===== src/rtl/ea_pkg.sv =====
package ea_pkg;
    localparam int OFS_W     = 16;
    localparam int SEG_SHIFT = 4;
    localparam int PA_W      = OFS_W + SEG_SHIFT;

    typedef enum logic [2:0] {
        FORM_DIRECT  = 3'd0,
        FORM_PTR     = 3'd1,
        FORM_BASED   = 3'd2,
        FORM_INDEXED = 3'd3,
        FORM_BI      = 3'd4,
        FORM_BI_DISP = 3'd5,
        FORM_STR_SRC = 3'd6,
        FORM_STR_DST = 3'd7
    } ea_form_e;

    typedef enum logic [1:0] {
        SEG_DATA  = 2'd0,
        SEG_STACK = 2'd1,
        SEG_EXTRA = 2'd2,
        SEG_RSVD  = 2'd3
    } seg_code_e;

    typedef struct packed {
        logic [OFS_W-1:0] ea;
        seg_code_e        seg;
        logic [PA_W-1:0]  pa;
    } ea_result_t;

    function automatic logic [PA_W-1:0] phys_addr(input logic [OFS_W-1:0] segv,
                                                  input logic [OFS_W-1:0] ofs);
        return {segv, {SEG_SHIFT{1'b0}}} + {{SEG_SHIFT{1'b0}}, ofs};
    endfunction
endpackage


===== src/rtl/ea_offset.sv =====
module ea_offset
    import ea_pkg::*;
#(
    parameter int W = OFS_W
) (
    input  ea_form_e       form,
    input  logic           base_sel,
    input  logic           index_sel,
    input  logic [1:0]     ptr_sel,
    input  logic [W-1:0]   disp,
    input  logic [W-1:0]   reg_bx,
    input  logic [W-1:0]   reg_bp,
    input  logic [W-1:0]   reg_si,
    input  logic [W-1:0]   reg_di,
    output logic [W-1:0]   ea
);
    logic [W-1:0] base_v, idx_v, ptr_v;
    logic [W-1:0] term_a, term_b, term_c;

    always_comb begin
        base_v = base_sel  ? reg_bp : reg_bx;
        idx_v  = index_sel ? reg_di : reg_si;
        case (ptr_sel)
            2'b00:   ptr_v = reg_si;
            2'b01:   ptr_v = reg_di;
            default: ptr_v = reg_bx;
        endcase
    end

    always_comb begin
        term_a = '0;
        term_b = '0;
        term_c = '0;
        unique case (form)
            FORM_DIRECT:  term_c = disp;
            FORM_PTR:     term_a = ptr_v;
            FORM_BASED:   begin term_a = base_v; term_c = disp; end
            FORM_INDEXED: begin term_b = idx_v;  term_c = disp; end
            FORM_BI:      begin term_a = base_v; term_b = idx_v; end
            FORM_BI_DISP: begin term_a = base_v; term_b = idx_v; term_c = disp; end
            FORM_STR_SRC: term_b = reg_si;
            FORM_STR_DST: term_b = reg_di;
            default:      term_c = '0;
        endcase
        ea = term_a + term_b + term_c;
    end
endmodule


===== src/rtl/ea_segsel.sv =====
module ea_segsel
    import ea_pkg::*;
(
    input  ea_form_e   form,
    input  logic       base_sel,
    input  logic       ovr_valid,
    input  logic [1:0] ovr_code,
    output seg_code_e  seg
);
    seg_code_e dflt;
    seg_code_e ovr;

    always_comb begin
        case (form)
            FORM_BASED, FORM_BI, FORM_BI_DISP:
                dflt = base_sel ? SEG_STACK : SEG_DATA;
            FORM_STR_DST:
                dflt = SEG_EXTRA;
            default:
                dflt = SEG_DATA;
        endcase
        ovr = (ovr_code == 2'd3) ? SEG_DATA : seg_code_e'(ovr_code);
        seg = (ovr_valid && form != FORM_STR_DST) ? ovr : dflt;
    end
endmodule


===== src/rtl/ea_gen_top.sv =====
module ea_gen_top
    import ea_pkg::*;
#(
    parameter int W   = OFS_W,
    parameter int PAW = PA_W
) (
    input  logic           clk,
    input  logic           rst,
    input  logic           req,
    input  logic [2:0]     form,
    input  logic           base_sel,
    input  logic           index_sel,
    input  logic [1:0]     ptr_sel,
    input  logic [W-1:0]   disp,
    input  logic [W-1:0]   reg_bx,
    input  logic [W-1:0]   reg_bp,
    input  logic [W-1:0]   reg_si,
    input  logic [W-1:0]   reg_di,
    input  logic [W-1:0]   seg_ds,
    input  logic [W-1:0]   seg_ss,
    input  logic [W-1:0]   seg_es,
    input  logic           ovr_valid,
    input  logic [1:0]     ovr_code,
    output logic           valid,
    output logic [W-1:0]   ea,
    output logic [1:0]     seg_code,
    output logic [PAW-1:0] pa
);
    ea_form_e     form_e;
    logic [W-1:0] ea_nx;
    seg_code_e    seg_nx;
    logic [W-1:0] segv;
    ea_result_t   res_q;
    logic         valid_q;

    assign form_e = ea_form_e'(form);

    ea_offset #(.W(W)) u_ofs (
        .form(form_e), .base_sel(base_sel), .index_sel(index_sel),
        .ptr_sel(ptr_sel), .disp(disp), .reg_bx(reg_bx), .reg_bp(reg_bp),
        .reg_si(reg_si), .reg_di(reg_di), .ea(ea_nx)
    );

    ea_segsel u_seg (
        .form(form_e), .base_sel(base_sel), .ovr_valid(ovr_valid),
        .ovr_code(ovr_code), .seg(seg_nx)
    );

    always_comb begin
        case (seg_nx)
            SEG_STACK: segv = seg_ss;
            SEG_EXTRA: segv = seg_es;
            default:   segv = seg_ds;
        endcase
    end

    always_ff @(posedge clk) begin
        if (rst) begin
            res_q   <= '0;
            valid_q <= 1'b0;
        end else begin
            valid_q <= req;
            if (req) begin
                res_q.ea  <= ea_nx;
                res_q.seg <= seg_nx;
                res_q.pa  <= phys_addr(segv, ea_nx);
            end
        end
    end

    assign valid    = valid_q;
    assign ea       = res_q.ea;
    assign seg_code = res_q.seg;
    assign pa       = res_q.pa;

    assert_valid_follows_req_R10: assert property (@(posedge clk) disable iff (rst)
        req |=> valid);
    assert_valid_single_R10: assert property (@(posedge clk) disable iff (rst)
        !req |=> !valid);
    assert_hold_idle_R10: assert property (@(posedge clk) disable iff (rst)
        !req |=> ($stable(ea) && $stable(pa) && $stable(seg_code)));
    assert_strdst_extra_R7: assert property (@(posedge clk) disable iff (rst)
        (req && form == 3'd7) |=> (seg_code == 2'd2 && ea == $past(reg_di)));
    assert_bp_stack_R4: assert property (@(posedge clk) disable iff (rst)
        (req && !ovr_valid && form == 3'd2 && base_sel) |=> seg_code == 2'd1);
    assert_no_rsvd_code_R8: assert property (@(posedge clk) disable iff (rst)
        valid |-> seg_code != 2'd3);
endmodule


===== config.mk =====
export PLATFORM = sky130hd
export DESIGN_NAME = ea_gen_top
export DESIGN_NICKNAME = d
export VERILOG_FILES = /design/src/rtl/ea_pkg.sv /design/src/rtl/ea_offset.sv /design/src/rtl/ea_segsel.sv /design/src/rtl/ea_gen_top.sv
export SDC_FILE = /design/constraint.sdc
export NUM_CORES = 1
export LEC_CHECK = 0
export BUFFER_PORTS_ARGS = -buffer_cell sky130_fd_sc_hd__buf_2
export CAP_MARGIN = 20
export CORE_ASPECT_RATIO = 1.75
export CORE_MARGIN = 2
export CORE_UTILIZATION = 40
export CTS_CLUSTER_SIZE = 25
export DETAILED_ROUTE_END_ITERATION = 6
export PLACE_DENSITY = 0.74
export SETUP_SLACK_MARGIN = 0.2
export SLEW_MARGIN = 5
export SYNTH_ARGS = -nofsm -noshare
export SYNTH_HDL_FRONTEND = slang
export SYNTH_SLANG_ARGS = --single-unit

===== constraint.sdc =====
create_clock -name clk -period 15.69 [get_ports clk]
set_input_delay 0 -clock clk [delete_from_list [all_inputs] [get_ports clk]]
set_output_delay 0 -clock clk [all_outputs]
set_load 0.05 [all_outputs]

Word-level counts from Yosys, hierarchy flattened
Cells that the tools add are included.
Cells by class
  eq/ne operators: 12
  $add $sub $neg: 3
  muxes and demuxes: 11
  reduce and logical (&&, ||, !) cells: 6
Operators with widths (number)
  16-bit case mux with 2 select lines: 3
  16-bit two-way mux: 3
  16-bit case mux with 3 select lines: 1
  16-bit adder: 2
  20-bit by 16-bit adder with 20-bit output: 1
  3-bit == test, second input constant: 4
  3-bit by 2-bit == test with 1-bit output, second input constant: 2
  3-bit OR reduction: 2
  2-bit by 1-bit == test with 1-bit output, second input constant: 2
  2-bit == test, second input constant: 2
  2-bit two-way mux: 2
  2-bit case mux with 2 select lines: 1
  4-bit OR reduction: 1
  3-bit by 1-bit == test with 1-bit output, second input constant: 1
  3-bit zero test: 1
  3-bit != test, second input constant: 1
  2-bit zero test: 1
  1-bit logical AND: 1
  1-bit two-way mux: 1
Word-level totals
  flip-flop bits (word level): 39
  word-level logic and storage cells: 36
  output and inout port bits: 39
  input port bits: 141

Depth between registers and ports, before layout
  depth in word-level cells: 7
  mapped depth: 27

Hierarchy
Synthesis repeated with hierarchy kept, for this count alone.
Second synthesis, totals
  cells, all modules: 569
  area, all modules: 4475.5 µm²
Modules (own cells, without submodules)
  ea_gen_top: times used 1, area an instance 2268.4 µm², sequential area each 700.7 µm², cells each 273
  ea_offset: times used 1, area an instance 2144.6 µm², sequential area each 0.0 µm², cells each 286
  ea_segsel: times used 1, area an instance 62.6 µm², sequential area each 0.0 µm², cells each 10

Worst setup path before layout
No wires, ideal clock.
  path type: input to register
  from: input ptr_sel[0]
  to: register, netlist name pa[16]
  cell stages on the path: 25
  path buffers: 2
  arrival: 5098 ps
  path slack: 10529 ps
  cells stage by stage: clkbuf_1 > clkbuf_1 > mux2i_1 > nor2_1 > a21oi_1 > o22a_1 > fa_1 > inv_1 > ha_1 > inv_1 > fa_1 > nor2b_1 > o21a_1 > nor2_1 > xnor2_1 > fa_1 > a211oi_1 > o21bai_1 > a21oi_1 > nor2_1 > mux2i_1 > a211oi_2 > o21a_1 > or4b_1 > nand3_1
On the way
  longest elaborated chain between the ends: 6
RTL lines
  from (decl): RTL line ea_gen_top.sv:13  | input logic [1:0] ptr_sel,
  2-bit by 1-bit == test with 1-bit output / 2-bit zero test (equally long branches): RTL line ea_offset.sv:23  | case (ptr_sel)
  16-bit case mux with 2 select lines *: RTL line ea_offset.sv:23
  16-bit case mux with 2 select lines *: RTL line ea_offset.sv:34  | unique case (form)
  16-bit adder * (2 in a row): RTL line ea_offset.sv:45  | ea = term_a + term_b + term_c;
  net ea_nx[5]: RTL line ea_gen_top.sv:30  | logic [W-1:0] ea_nx;
  20-bit by 16-bit adder with 20-bit output *: RTL line ea_pkg.sv:32  | return {segv, {SEG_SHIFT{1'b0}}} + {{SEG_SHIFT{1'b0}}, ofs};
Mark *: on every way through the listed nets, which the timed path passes. The rest lies on a longest branch.
A chain may end at the register's enable or synchronous reset.

Worst setup path after layout
  from: input form[0]
  to: register, netlist name pa[16]
RTL lines
  from (decl): RTL line ea_gen_top.sv:10  | input logic [2:0] form,
  3-bit == test / 3-bit by 2-bit == test with 1-bit output (equally long branches): RTL line ea_offset.sv:34
  3-bit OR reduction (no line)
  16-bit case mux with 3 select lines / 16-bit case mux with 2 select lines (equally long branches): RTL line ea_offset.sv:34
  16-bit adder: RTL line ea_offset.sv:45
  16-bit adder *: RTL line ea_offset.sv:45
  net ea_nx[5]: RTL line ea_gen_top.sv:30
  20-bit by 16-bit adder with 20-bit output *: RTL line ea_pkg.sv:32
Marked as above.

==> flow_summary.yaml <==
clock_network:
  worst_setup_hold_path_clk_slew_ps: 60
  clock_sink_count: 35
  cts-hold-fix-buffers: 0
  clockRootBuffer: "sky130_fd_sc_hd__clkbuf_16"
  cts_inserted_buffers: 5
  htree_num_levels: 2
  cts_tree: "yes"
  postCtsSetupRepairBufs: 0
  clk_latency_ps: 290
  cts.path.max_buffers: 2
  post_cts.resized_instances: 0
drt:
  drtIter0Drc: 137
  detail_route.drc_violations: 0
  route.antenna.remaining_nets: 0
  post_drt_via_cell_ratio: 5.428
  dr_total_vias: 4608
  wl_um: 13050
  detailedRoute.firstPassIterationCount: 5
  route.detailed.wl_per_inst_um: 15.37
synth:
  synthMuxAreaShare: 0.1166
  yosysTopAreaCell: "sky130_fd_sc_hd__dfxtp_1"
  synthCells: 563
  synthDominantCellAreaShare: 0.1597
  synthDistinctLibCells: 66
  netlist_top_cells_area: "sky130_fd_sc_hd__dfxtp_1, sky130_fd_sc_hd__mux2i_1, sky130_fd_sc_hd__fa_1"
  synth_compound_gate_area_share: 0.2737
  synth_async_sr_flop_share: 0
  syn_nets: 748
  post_synthesis_xor_xnor_area_fraction: 0.05190
  synth.ff_latch_count: 35
  synth-main-ff-cell: "sky130_fd_sc_hd__dfxtp_1"
  synth-adder-area-share: 0.1571
  netlist_top_cells_count: "sky130_fd_sc_hd__nor2_1, sky130_fd_sc_hd__nand2_1, sky130_fd_sc_hd__mux2i_1, sky130_fd_sc_hd__inv_1, sky130_fd_sc_hd__a21oi_1"
  synth_sequential_area_ratio: 0.1597
  syn_area_mm2: 0.004388
  postSynthAreaPerCell_um2: 7.794
  synth_enable_flop_cells: 0
  synth.yosys.warnings: 0
  synth-simple-area-share: 0.1651
  yosysMostFrequentCell: "sky130_fd_sc_hd__nor2_1"
  synth_top_family_by_area: "compound AO/OA/AOI/OAI gates"
hold_path:
  worst_hold_startpoint: "ovr_code[1]"
  hold_path.class: "in2reg"
  min_path_cells: 4
  endpoint_with_the_worst_hold_slack: "seg_code[1]"
timing:
  worst_tran_pin_value_ps: 682.8
  final.setup.worst_slack_ps: 10550
  final-setup-viol-count: 0
  final_min_period_over_clock_period: 0.3274
  final.setup_skew_ps: 0
  setup_repair_after_global_routing_missed_its_margin: "no"
  slew_headroom: 0.5448
  fin_setup_tns_ps: 0
  period_needed_ps: 5137
  finalHoldViolCount: 0
  fmax_mhz: 194.7
  fin_max_slew_vios: 0
setup_path:
  setup.worst_path.end_class: "flip-flop"
  timing.rr.end: "pa[16]"
  rr_startpoint: "pa[16]"
  timing.critical_path.required_ps: 15920
  timing.reg2reg.worst_path_depth: 3
  path_class: "in2reg"
  setup.reg_to_reg.worst_slack_ps: 14770
  crit_fanout: 16
  startpoint_type: "input port"
  wp_data_arrival_ps: 5370
placement:
  routabilityCongestion: 0.8885
  preCtsSetupSlack_ps: 10320
  numPortBuffers: 179
  detailed_place.area_mm2: 0.005298
  dp_hpwl_um: 10950
finish:
  final_layout_size_suffix_gt1_frac: 0.2935
  fill_cells: 1053
  insertedDiodeCount: 0
  finalNetCount: 903
  layout-area-overhead-vs-synth_pct: 24.12
  stdcell_area_mm2: 0.005446
run_status:
  outcome: "finished clean"
floorplanning:
  die_x_um: 83.18
  die_area_mm2: 0.01186
  initial_utilization: 0.4102
  rows: 50
  ios: 180
  chipHeight_um: 142.6
  core-area_mm2: 0.01070
global_route:
  number_of_antenna_violations_at_the_first_check_in_global_routing: 0
  grt_first_pass_wirelength_um: 21380
  grt_overflow_total: 0
  grt_pass1_vias: 4735
  grt_start_max_net_pins: 42
  grtUsageTotal: 0.2166
power:
  power_after_layout_w: 0.0006623
  power.leakage_nw: 2.784
  power_density_mw_per_mm2: 121.6
  max-vdd-ir-drop_uv: 84.03
run:
  max_cap_violations: 0
critical path, cell delays in order:
cell and delay [ps]:
sky130_fd_sc_hd__buf_2 120, sky130_fd_sc_hd__nor2b_1 210, sky130_fd_sc_hd__nand2_1 370, sky130_fd_sc_hd__o22a_1 350, sky130_fd_sc_hd__fa_1 470, sky130_fd_sc_hd__inv_1 60, sky130_fd_sc_hd__ha_1 160, sky130_fd_sc_hd__inv_1 60
sky130_fd_sc_hd__fa_1 430, sky130_fd_sc_hd__nor2b_1 210, sky130_fd_sc_hd__o21a_1 140, sky130_fd_sc_hd__nor2_1 40, sky130_fd_sc_hd__xnor2_1 180, sky130_fd_sc_hd__fa_1 500, sky130_fd_sc_hd__a211oi_1 340, sky130_fd_sc_hd__o21bai_1 120
sky130_fd_sc_hd__a21oi_1 300, sky130_fd_sc_hd__nor2_1 90, sky130_fd_sc_hd__mux2i_1 260, sky130_fd_sc_hd__a211oi_2 140, sky130_fd_sc_hd__o21a_1 240, sky130_fd_sc_hd__or4b_1 460, sky130_fd_sc_hd__nand3_1 80
layer usage:
layer  vias up  part of all wire  track usage
li1       2316                 -            -
met1      2089              0.37       0.2265
met2       172              0.55       0.4308
met3        31             0.047      0.01972
met4         0             0.033      0.09318
met5         -                 0            0
cells by family after synthesis:
| logic type | after synthesis |
|---|---|
| flops | 35 |
| mux | 51 |
| xor+xnor | 26 |
| compound gates | 169 |
| buf+inv | 75 |
| fa+ha+maj | 45 |
| simple gates | 162 |
layout by cell type, fill, tap and decap left out, types with 6 or more instances in the layout:
cell type	n
sky130_fd_sc_hd__a211oi_1	9
sky130_fd_sc_hd__a21o_1	8
sky130_fd_sc_hd__a21oi_1	37
sky130_fd_sc_hd__a22oi_1	29
sky130_fd_sc_hd__and2_1	6
sky130_fd_sc_hd__buf_2	179
sky130_fd_sc_hd__dfxtp_1	35
sky130_fd_sc_hd__fa_1	17
sky130_fd_sc_hd__ha_1	27
sky130_fd_sc_hd__inv_1	38
sky130_fd_sc_hd__mux2i_1	50
sky130_fd_sc_hd__nand2_1	53
sky130_fd_sc_hd__nand3_1	7
sky130_fd_sc_hd__nor2_1	64
sky130_fd_sc_hd__nor3_1	6
sky130_fd_sc_hd__o2111ai_1	6
sky130_fd_sc_hd__o21a_1	10
sky130_fd_sc_hd__o21ai_0	20
sky130_fd_sc_hd__o22a_1	13
sky130_fd_sc_hd__xnor2_1	24
metrics by stage:
stage | hold slack, ps | cells | utilization
after global placement | 452.5 | 841 | 0.4952
after floorplan | 256.9 | 563 | -
after detailed placement | 459.6 | 841 | 0.4952
after global routing | 222.2 | 849 | 0.5091
final | 181.9 | 849 | 0.5091
after CTS | 181.4 | 849 | 0.5091
layout make-up:
| type | instances | area, µm² | share of cell area |
|---|---|---|---|
| Multi-Input combinational cell | 453 | 3354 | 0.6159 |
| Timing Repair Buffer | 184 | 933.4 | 0.1714 |
| Clock buffer | 5 | 125.1 | 0.02297 |
| Clock inverter | 3 | 23.77 | 0.004365 |
| Tap cell | 130 | 162.7 | 0.02986 |
| Inverter | 39 | 146.4 | 0.02688 |
| Sequential cell | 35 | 700.7 | 0.1286 |
worst max path at each step:
stage	from	endpoint	cells after the start
after global routing	form[0]	pa[16]	24
after global placement	form[0]	pa[16]	23
final	form[0]	pa[16]	23
after detailed placement	form[0]	pa[16]	23
after CTS	form[0]	pa[16]	23
after floorplan	ptr_sel[0]	pa[16]	25
flip-flops by register name, indices dropped and copies added (netlist names):
name      flops
valid         1
pa           16
ea           16
seg_code      2
report_power, final:
group | switching (W) | internal, W
registers | 0.0000126 | 0.000111
clock network | 0.0000427 | 0.0000594
logic | 0.000277 | 0.000160
Note: power is estimated with default switching activity, not from simulation.
